<file path="src/rtl/pr_pkg.sv">
`timescale 1ns/1ps
package pr_pkg;

  // operand pair driven into the shared multiplier
  typedef enum logic [1:0] {
    SEL_KP_E  = 2'd0,
    SEL_KI_E  = 2'd1,
    SEL_W_X2  = 2'd2,
    SEL_W_X1  = 2'd3
  } mulSel_e;

  // strobes from the sequencer to the datapath
  typedef struct packed {
    logic    capture;
    mulSel_e sel;
    logic    wrP;
    logic    wrAcc;
    logic    wrX1;
    logic    wrX2;
    logic    wrOut;
  } prStrobe_t;

endpackage

</file>
<file path="src/rtl/pr_mult.sv">
`timescale 1ns/1ps
module pr_mult #(
  parameter int A_W = 32,
  parameter int B_W = 16,
  localparam int P_W = A_W + B_W
) (
  input  logic signed [A_W-1:0] opA,
  input  logic signed [B_W-1:0] opB,
  output logic signed [P_W-1:0] prod
);

  logic signed [P_W-1:0] aWide;
  logic signed [P_W-1:0] bWide;

  always_comb begin
    aWide = {{B_W{opA[A_W-1]}}, opA};
    bWide = {{A_W{opB[B_W-1]}}, opB};
    prod  = aWide * bWide;
  end

endmodule

</file>
<file path="src/rtl/pr_ctrl.sv">
`timescale 1ns/1ps
module pr_ctrl
  import pr_pkg::*;
(
  input  logic      clk,
  input  logic      rst,
  input  logic      sampleStrobe,
  output prStrobe_t stb
);

  typedef enum logic [2:0] {
    ST_IDLE = 3'd0,
    ST_PROP = 3'd1,
    ST_RES  = 3'd2,
    ST_X1   = 3'd3,
    ST_X2   = 3'd4,
    ST_OUT  = 3'd5
  } seqState_e;

  seqState_e state;
  seqState_e stateNext;

  always_comb begin
    stateNext = state;
    unique case (state)
      ST_IDLE: if (sampleStrobe) stateNext = ST_PROP;
      ST_PROP: stateNext = ST_RES;
      ST_RES:  stateNext = ST_X1;
      ST_X1:   stateNext = ST_X2;
      ST_X2:   stateNext = ST_OUT;
      ST_OUT:  stateNext = ST_IDLE;
      default: stateNext = ST_IDLE;
    endcase
  end

  always_ff @(posedge clk) begin
    if (rst) state <= ST_IDLE;
    else     state <= stateNext;
  end

  always_comb begin
    stb = '0;
    unique case (state)
      ST_IDLE: stb.capture = sampleStrobe;
      ST_PROP: begin stb.sel = SEL_KP_E; stb.wrP   = 1'b1; end
      ST_RES:  begin stb.sel = SEL_KI_E; stb.wrAcc = 1'b1; end
      ST_X1:   begin stb.sel = SEL_W_X2; stb.wrX1  = 1'b1; end
      ST_X2:   begin stb.sel = SEL_W_X1; stb.wrX2  = 1'b1; end
      ST_OUT:  stb.wrOut = 1'b1;
      default: stb = '0;
    endcase
  end


  latency_chk: assert property (@(posedge clk) disable iff (rst)
    stb.wrOut |-> $past(stb.capture, 5));


  busy_ignore_chk: assert property (@(posedge clk) disable iff (rst)
    (state != ST_IDLE) |=> !stb.wrP || $past(state == ST_OUT) == 1'b0);


  one_write_chk: assert property (@(posedge clk) disable iff (rst)
    $onehot0({stb.wrP, stb.wrAcc, stb.wrX1, stb.wrX2, stb.wrOut}));

endmodule

</file>
<file path="src/rtl/pr_datapath.sv">
`timescale 1ns/1ps
module pr_datapath
  import pr_pkg::*;
#(
  parameter int DATA_W    = 16,
  parameter int COEF_W    = 16,
  parameter int STATE_W   = 32,
  parameter int KP_FRAC   = 12,
  parameter int COEF_FRAC = 15,
  parameter int GUARD     = 12
) (
  input  logic                     clk,
  input  logic                     rst,
  input  prStrobe_t                stb,
  input  logic signed [DATA_W-1:0] refCurrent,
  input  logic signed [DATA_W-1:0] measCurrent,
  input  logic signed [DATA_W-1:0] gridFf,
  input  logic signed [COEF_W-1:0] kpGain,
  input  logic signed [COEF_W-1:0] kiGain,
  input  logic signed [COEF_W-1:0] wGain,
  output logic signed [DATA_W-1:0] modCmd,
  output logic                     satFlag,
  output logic                     done
);

  localparam int ERR_W    = DATA_W + 1;
  localparam int PROD_W   = STATE_W + COEF_W;
  localparam int KI_SHIFT = COEF_FRAC - GUARD;
  localparam int RES_W    = STATE_W - GUARD;

  localparam logic signed [PROD_W-1:0] ST_MAX  = {{(PROD_W-STATE_W+1){1'b0}}, {(STATE_W-1){1'b1}}};
  localparam logic signed [PROD_W-1:0] ST_MIN  = {{(PROD_W-STATE_W+1){1'b1}}, {(STATE_W-1){1'b0}}};
  localparam logic signed [PROD_W-1:0] OUT_MAX = {{(PROD_W-DATA_W+1){1'b0}}, {(DATA_W-1){1'b1}}};
  localparam logic signed [PROD_W-1:0] OUT_MIN = {{(PROD_W-DATA_W+1){1'b1}}, {(DATA_W-1){1'b0}}};
  localparam logic signed [DATA_W-1:0] CMD_MAX = {1'b0, {(DATA_W-1){1'b1}}};
  localparam logic signed [DATA_W-1:0] CMD_MIN = {1'b1, {(DATA_W-1){1'b0}}};

  function automatic logic signed [STATE_W-1:0] clampState(input logic signed [PROD_W-1:0] v);
    if (v > ST_MAX)      return ST_MAX[STATE_W-1:0];
    else if (v < ST_MIN) return ST_MIN[STATE_W-1:0];
    else                 return v[STATE_W-1:0];
  endfunction

  // registers
  logic signed [ERR_W-1:0]   eReg;
  logic signed [DATA_W-1:0]  ffReg;
  logic signed [PROD_W-1:0]  pReg;
  logic signed [PROD_W-1:0]  accReg;
  logic signed [STATE_W-1:0] x1;
  logic signed [STATE_W-1:0] x2;

  // shared multiplier
  logic signed [STATE_W-1:0] opA;
  logic signed [COEF_W-1:0]  opB;
  logic signed [PROD_W-1:0]  prod;

  always_comb begin
    unique case (stb.sel)
      SEL_KP_E: begin opA = {{(STATE_W-ERR_W){eReg[ERR_W-1]}}, eReg}; opB = kpGain; end
      SEL_KI_E: begin opA = {{(STATE_W-ERR_W){eReg[ERR_W-1]}}, eReg}; opB = kiGain; end
      SEL_W_X2: begin opA = x2; opB = wGain; end
      default:  begin opA = x1; opB = wGain; end
    endcase
  end

  pr_mult #(.A_W(STATE_W), .B_W(COEF_W)) uMult (
    .opA  (opA),
    .opB  (opB),
    .prod (prod)
  );

  // scaled products and update candidates
  logic signed [PROD_W-1:0]  prodKp;
  logic signed [PROD_W-1:0]  prodKi;
  logic signed [PROD_W-1:0]  prodW;
  logic signed [PROD_W-1:0]  x1Wide;
  logic signed [PROD_W-1:0]  x2Wide;
  logic signed [STATE_W-1:0] x1Shift;
  logic signed [PROD_W-1:0]  resWide;
  logic signed [PROD_W-1:0]  ffWide;
  logic signed [PROD_W-1:0]  sumWide;
  logic signed [ERR_W-1:0]   errNext;
  logic signed [DATA_W-1:0]  cmdNext;
  logic                      satNext;

  always_comb begin
    errNext = {refCurrent[DATA_W-1], refCurrent} - {measCurrent[DATA_W-1], measCurrent};
    prodKp  = prod >>> KP_FRAC;
    prodKi  = prod >>> KI_SHIFT;
    prodW   = prod >>> COEF_FRAC;
    x1Wide  = {{(PROD_W-STATE_W){x1[STATE_W-1]}}, x1};
    x2Wide  = {{(PROD_W-STATE_W){x2[STATE_W-1]}}, x2};
    x1Shift = x1 >>> GUARD;
    resWide = {{(PROD_W-RES_W){x1Shift[RES_W-1]}}, x1Shift[RES_W-1:0]};
    ffWide  = {{(PROD_W-DATA_W){ffReg[DATA_W-1]}}, ffReg};
    sumWide = pReg + resWide + ffWide;
    if (sumWide > OUT_MAX) begin
      cmdNext = CMD_MAX; satNext = 1'b1;
    end else if (sumWide < OUT_MIN) begin
      cmdNext = CMD_MIN; satNext = 1'b1;
    end else begin
      cmdNext = sumWide[DATA_W-1:0]; satNext = 1'b0;
    end
  end

  always_ff @(posedge clk) begin
    if (rst) begin
      eReg    <= '0;
      ffReg   <= '0;
      pReg    <= '0;
      accReg  <= '0;
      x1      <= '0;
      x2      <= '0;
      modCmd  <= '0;
      satFlag <= 1'b0;
      done    <= 1'b0;
    end else begin
      done <= stb.wrOut;
      if (stb.capture) begin
        eReg  <= errNext;
        ffReg <= gridFf;
      end
      if (stb.wrP)   pReg   <= prodKp;
      if (stb.wrAcc) accReg <= x1Wide + prodKi;
      if (stb.wrX1)  x1     <= clampState(accReg - prodW);
      if (stb.wrX2)  x2     <= clampState(x2Wide + prodW);
      if (stb.wrOut) begin
        modCmd  <= cmdNext;
        satFlag <= satNext;
      end
    end
  end


  reset_clear_chk: assert property (@(posedge clk)
    rst |=> (modCmd == '0 && !satFlag && !done && x1 == '0 && x2 == '0));


  sat_level_chk: assert property (@(posedge clk) disable iff (rst)
    satFlag |-> (modCmd == CMD_MAX || modCmd == CMD_MIN));


  hold_chk: assert property (@(posedge clk) disable iff (rst)
    !done |-> ($stable(modCmd) && $stable(satFlag)));


  single_done_chk: assert property (@(posedge clk) disable iff (rst)
    done |=> !done);


  x2_after_x1_chk: assert property (@(posedge clk) disable iff (rst)
    stb.wrX2 |-> $past(stb.wrX1));

endmodule

</file>
<file path="src/rtl/pr_current_reg.sv">
`timescale 1ns/1ps
module pr_current_reg
  import pr_pkg::*;
#(
  parameter int DATA_W    = 16,
  parameter int COEF_W    = 16,
  parameter int STATE_W   = 32,
  parameter int KP_FRAC   = 12,
  parameter int COEF_FRAC = 15,
  parameter int GUARD     = 12
) (
  input  logic                     clk,
  input  logic                     rst,
  input  logic                     sampleStrobe,
  input  logic signed [DATA_W-1:0] refCurrent,
  input  logic signed [DATA_W-1:0] measCurrent,
  input  logic signed [DATA_W-1:0] gridFf,
  input  logic signed [COEF_W-1:0] kpGain,
  input  logic signed [COEF_W-1:0] kiGain,
  input  logic signed [COEF_W-1:0] wGain,
  output logic signed [DATA_W-1:0] modCmd,
  output logic                     satFlag,
  output logic                     done
);

  prStrobe_t stb;

  pr_ctrl uCtrl (
    .clk          (clk),
    .rst          (rst),
    .sampleStrobe (sampleStrobe),
    .stb          (stb)
  );

  pr_datapath #(
    .DATA_W    (DATA_W),
    .COEF_W    (COEF_W),
    .STATE_W   (STATE_W),
    .KP_FRAC   (KP_FRAC),
    .COEF_FRAC (COEF_FRAC),
    .GUARD     (GUARD)
  ) uPath (
    .clk         (clk),
    .rst         (rst),
    .stb         (stb),
    .refCurrent  (refCurrent),
    .measCurrent (measCurrent),
    .gridFf      (gridFf),
    .kpGain      (kpGain),
    .kiGain      (kiGain),
    .wGain       (wGain),
    .modCmd      (modCmd),
    .satFlag     (satFlag),
    .done        (done)
  );

endmodule

</file>
<file path="config.mk">
export PLATFORM = sky130hd
export DESIGN_NAME = pr_current_reg
export DESIGN_NICKNAME = d
export VERILOG_FILES = /design/src/rtl/pr_pkg.sv /design/src/rtl/pr_mult.sv /design/src/rtl/pr_ctrl.sv /design/src/rtl/pr_datapath.sv /design/src/rtl/pr_current_reg.sv
export SDC_FILE = /design/constraint.sdc
export NUM_CORES = 2
export LEC_CHECK = 0
export BUFFER_PORTS_ARGS = -buffer_cell sky130_fd_sc_hd__buf_2
export CAP_MARGIN = 20
export CELL_PAD_IN_SITES_DETAIL_PLACEMENT = 0
export CELL_PAD_IN_SITES_GLOBAL_PLACEMENT = 2
export CORE_MARGIN = 4
export CORE_UTILIZATION = 43
export CTS_CLUSTER_SIZE = 30
export DETAILED_ROUTE_END_ITERATION = 10
export PLACE_DENSITY_LB_ADDON = 0.1
export SYNTH_ARGS = -nofsm -noshare
export SYNTH_HDL_FRONTEND = slang
export SYNTH_SLANG_ARGS = --single-unit
export TNS_END_PERCENT = 50
</file>
<file path="constraint.sdc">
create_clock -name clk -period 26.7 [get_ports clk]
set_input_delay 8.01 -clock clk [delete_from_list [all_inputs] [get_ports clk]]
set_output_delay 8.01 -clock clk [all_outputs]
set_load 0.05 [all_outputs]
</file>
==> impl_results.md <==
- Status: complete, no violations
- Max Cap Violations: 0
- Area of the die: 87,100 um^2
- Number of remaining DRC errors: 0
- Slew Viols, Final: 0
- Sum of net half-perimeters after detailed placement: ~97 mm
- Setup CP Type: in2reg
- HP Class: reg2reg
- Fmax: 0.0484 GHz
- Resize count post-CTS: 0
- Layout cells sized above 1: approximately 7.2%
- Core Rows: ~110
- Die height: about 300 um
- CTS root buf: clkbuf_16
- Diode count: 0
- Total grt overflow: 0
- Metal3 WL: 5.40 mm
- Setup TNS: 0 ps
- Maximum root-to-sink buffer count: 2
- Total CTS buffers: 17
- Commonest non-fill, non-tap cells in the layout: 708 x inv_1, 591 x nand2_1, 527 x fa_1, 482 x nor2_1, 259 x ha_1
- Sequential area share after synthesis: 11.3%
- First-pass GRT wire length: ~180 mm
- Yosys Warn Count: 0
- Netlist Area Pre-Place: 35,500 um^2
- Fin crit share: ~77%
- Wirelength per Cell: approximately 21 um
- Critical Path End Type: register
- DP Cell Count: around 5,500
- M1 wire length: 52.3 mm
- Pin count of the biggest net entering global routing: 69
- CTS sink count: 200
- Post-route antenna net violation count: 0
- Via density: 5.50
- Count of state elements after synthesis: 200
- Crit path top cell by count: fa_1
- Final hold violation count: 0
- Net Count, Synth: roughly 5,300
- CTS tree: yes
- Syn_area_per_cell: 8.00 um^2
- # setup viols final: 0
- Final Critical Period: just over 20,000 ps
- Worst Max-Slew Pin Slew: 1140 ps
- Iteration-0 DRC count of the detailed router: about 2,000
- Port buffer count: between 100 and 150
- RSZ-0062 raised after global routing: false
- Clock slew at reported path FFs: 80 ps
- Vias in the first global route: approximately 31,000
- GP Congestion: ~0.90
- Fin Clk Skew: around 13 ps
- Clk_lat worst skew: approximately 470 ps
- Register area: ~4000 um^2
- DRT Wirelength: ~120 mm
- Routed wl met2: around 57 mm
- CP max stage cell: inv_1
- Async set or reset register ratio after synthesis: 0%
- Synth unique cells: ~100
- Crit path DAT: 20,980 ps
- H-tree levels: 4
- Post-layout util: between 40% and 50%
- Top_reg_cell synth: dfxtp_1
- Fillers: approximately 8,400
- Chip width: between 200 and 300 um
- Syn-to-layout area delta: 7.38%
- Cts hold-fix bufs: 0
- Cells after Synth: around 4,400
- TritonRoute pass-1 iters: 6
- Slowest stage delay, CP: 910 ps
- IO Count: 117
- Crit path required time: between 20,000 and 30,000 ps
- Multi-input logic area: approximately 28,000 um^2
- Uppermost routed layer: met5
- Final Non-Filler Cells: approximately 5,600
- Startpoint types: primary input
- Initial antenna violation count: 1
- EDFF count, synth: 0
- Crit path max fanout: 29
- Commonest non-fill, non-tap cell in the layout: inv_1
- Overall routing resource usage: between 20% and 30%
- Detailed-route via count: roughly 31,000
- Setup Buffers After CTS: 0
- Final nets: around 5,400
- Floorplan core area: 81,800 um^2
- Initial Util: 43.3%
- Final hold slack: between 400 and 500 ps
- Relative slew slack: about a quarter
-- metal layers --
| metal | vias up | track usage, % |
|---|---|---|
| met2 | 674 | 46.6 |
| met3 | 123 | 3.00 |
| met1 | 15200 | 37.7 |
| met4 | 2 | 6.41 |
| met5 | - | 0 |
| li1 | 14500 | - |
-- critical path, delay by kind of cell --
family	cells	cell delay, ps
AO/OA/AOI/OAI	17	4820
adder cells (fa/ha/maj)	9	4380
AND/OR/NAND/NOR	6	1590
buffers and inverters	5	1220
XOR/XNOR	2	640
multiplexers	1	260
-- registers in the layout (all words and copies together) (netlist names) --
signal / cells
uPath.accReg: 46
uPath.pReg: 36
uPath.x1: 32
uPath.x2: 32
uPath.eReg: 17
uPath.ffReg: 16
uPath.modCmd: 16
uCtrl.state: 3
uPath.done: 1
uPath.satFlag: 1
-- area by class of cell --
| cell class | instances | share of cell area [%] |
|---|---|---|
| tap | 1070 | 3.52 |
| multi-input combinational | 3334 | 74.0 |
| inverter | 713 | 7.03 |
| clock buffer | 18 | 1.13 |
| sequential | 200 | 10.5 |
| timing repair buffer | 204 | 3.37 |
| clock inverter | 14 | 0.417 |
-- final timing paths --
kind | startpoint | to | slack, ps | cells after the start
min | uPath.accReg[0]$_SDFFE_PP0N_ | uPath.accReg[0]$_SDFFE_PP0N_ | 460 | 2
min reg2reg | uPath.accReg[0]$_SDFFE_PP0N_ | uPath.accReg[0]$_SDFFE_PP0N_ | 460 | 2
max | kiGain[15] | uPath.x1[4]$_SDFFE_PP0N_ | 6020 | 40
max reg2reg | uCtrl.state[1]$_SDFFE_PP0P_ | uPath.x1[4]$_SDFFE_PP0N_ | 10520 | 46
-- stage by stage --
step	cell area, um^2	worst slack (ps)
after floorplan	35500	7950
after global placement	37400	5910
after detailed placement	37400	5650
after CTS	38000	6130
after global routing	38100	5260
final	38100	6020
-- kinds of logic (layout without fill, tap and decap cells) --
family                     count (synthesis)  in the layout  share of synthesized area, %
AOI/OAI and AO/OA                        908            908                          17.4
muxes                                      5              5                         0.145
and+or+nand+nor                         1422           1422                          17.3
adders and majority gates                799            799                          39.3
buffers and inverters                    899            949                          9.60
xor gates and xnor gates                 200            200                          5.04
DFF                                      200            200                          11.3
-- cell usage after synthesis, drive strengths merged (17+ instances only) --
master,instances,area [um^2]
nor2,488,1830
nand4,24,150
inv,712,2670
o311ai,24,210
o211ai,21,158
a21oi,246,1250
nor2b,31,194
fa,527,10600
o21bai,32,240
xor2,68,603
o21ai,149,753
nand2,592,2220
a31oi,24,163
o21a,31,233
ha,259,3240
buf,35,160
and3,29,181
nor3,63,320
clkbuf,151,568
o22ai,40,250
nand2b,51,319
o311a,17,170
dfxtp,200,4000
or3,21,136
and2,28,175
xnor2,131,1160
a211oi,105,816
nand3,43,220
a21o,79,593
Power is left out: the tool's default activity adds up to more than one toggle a clock period on the data nets, which glitch-free logic cannot reach.
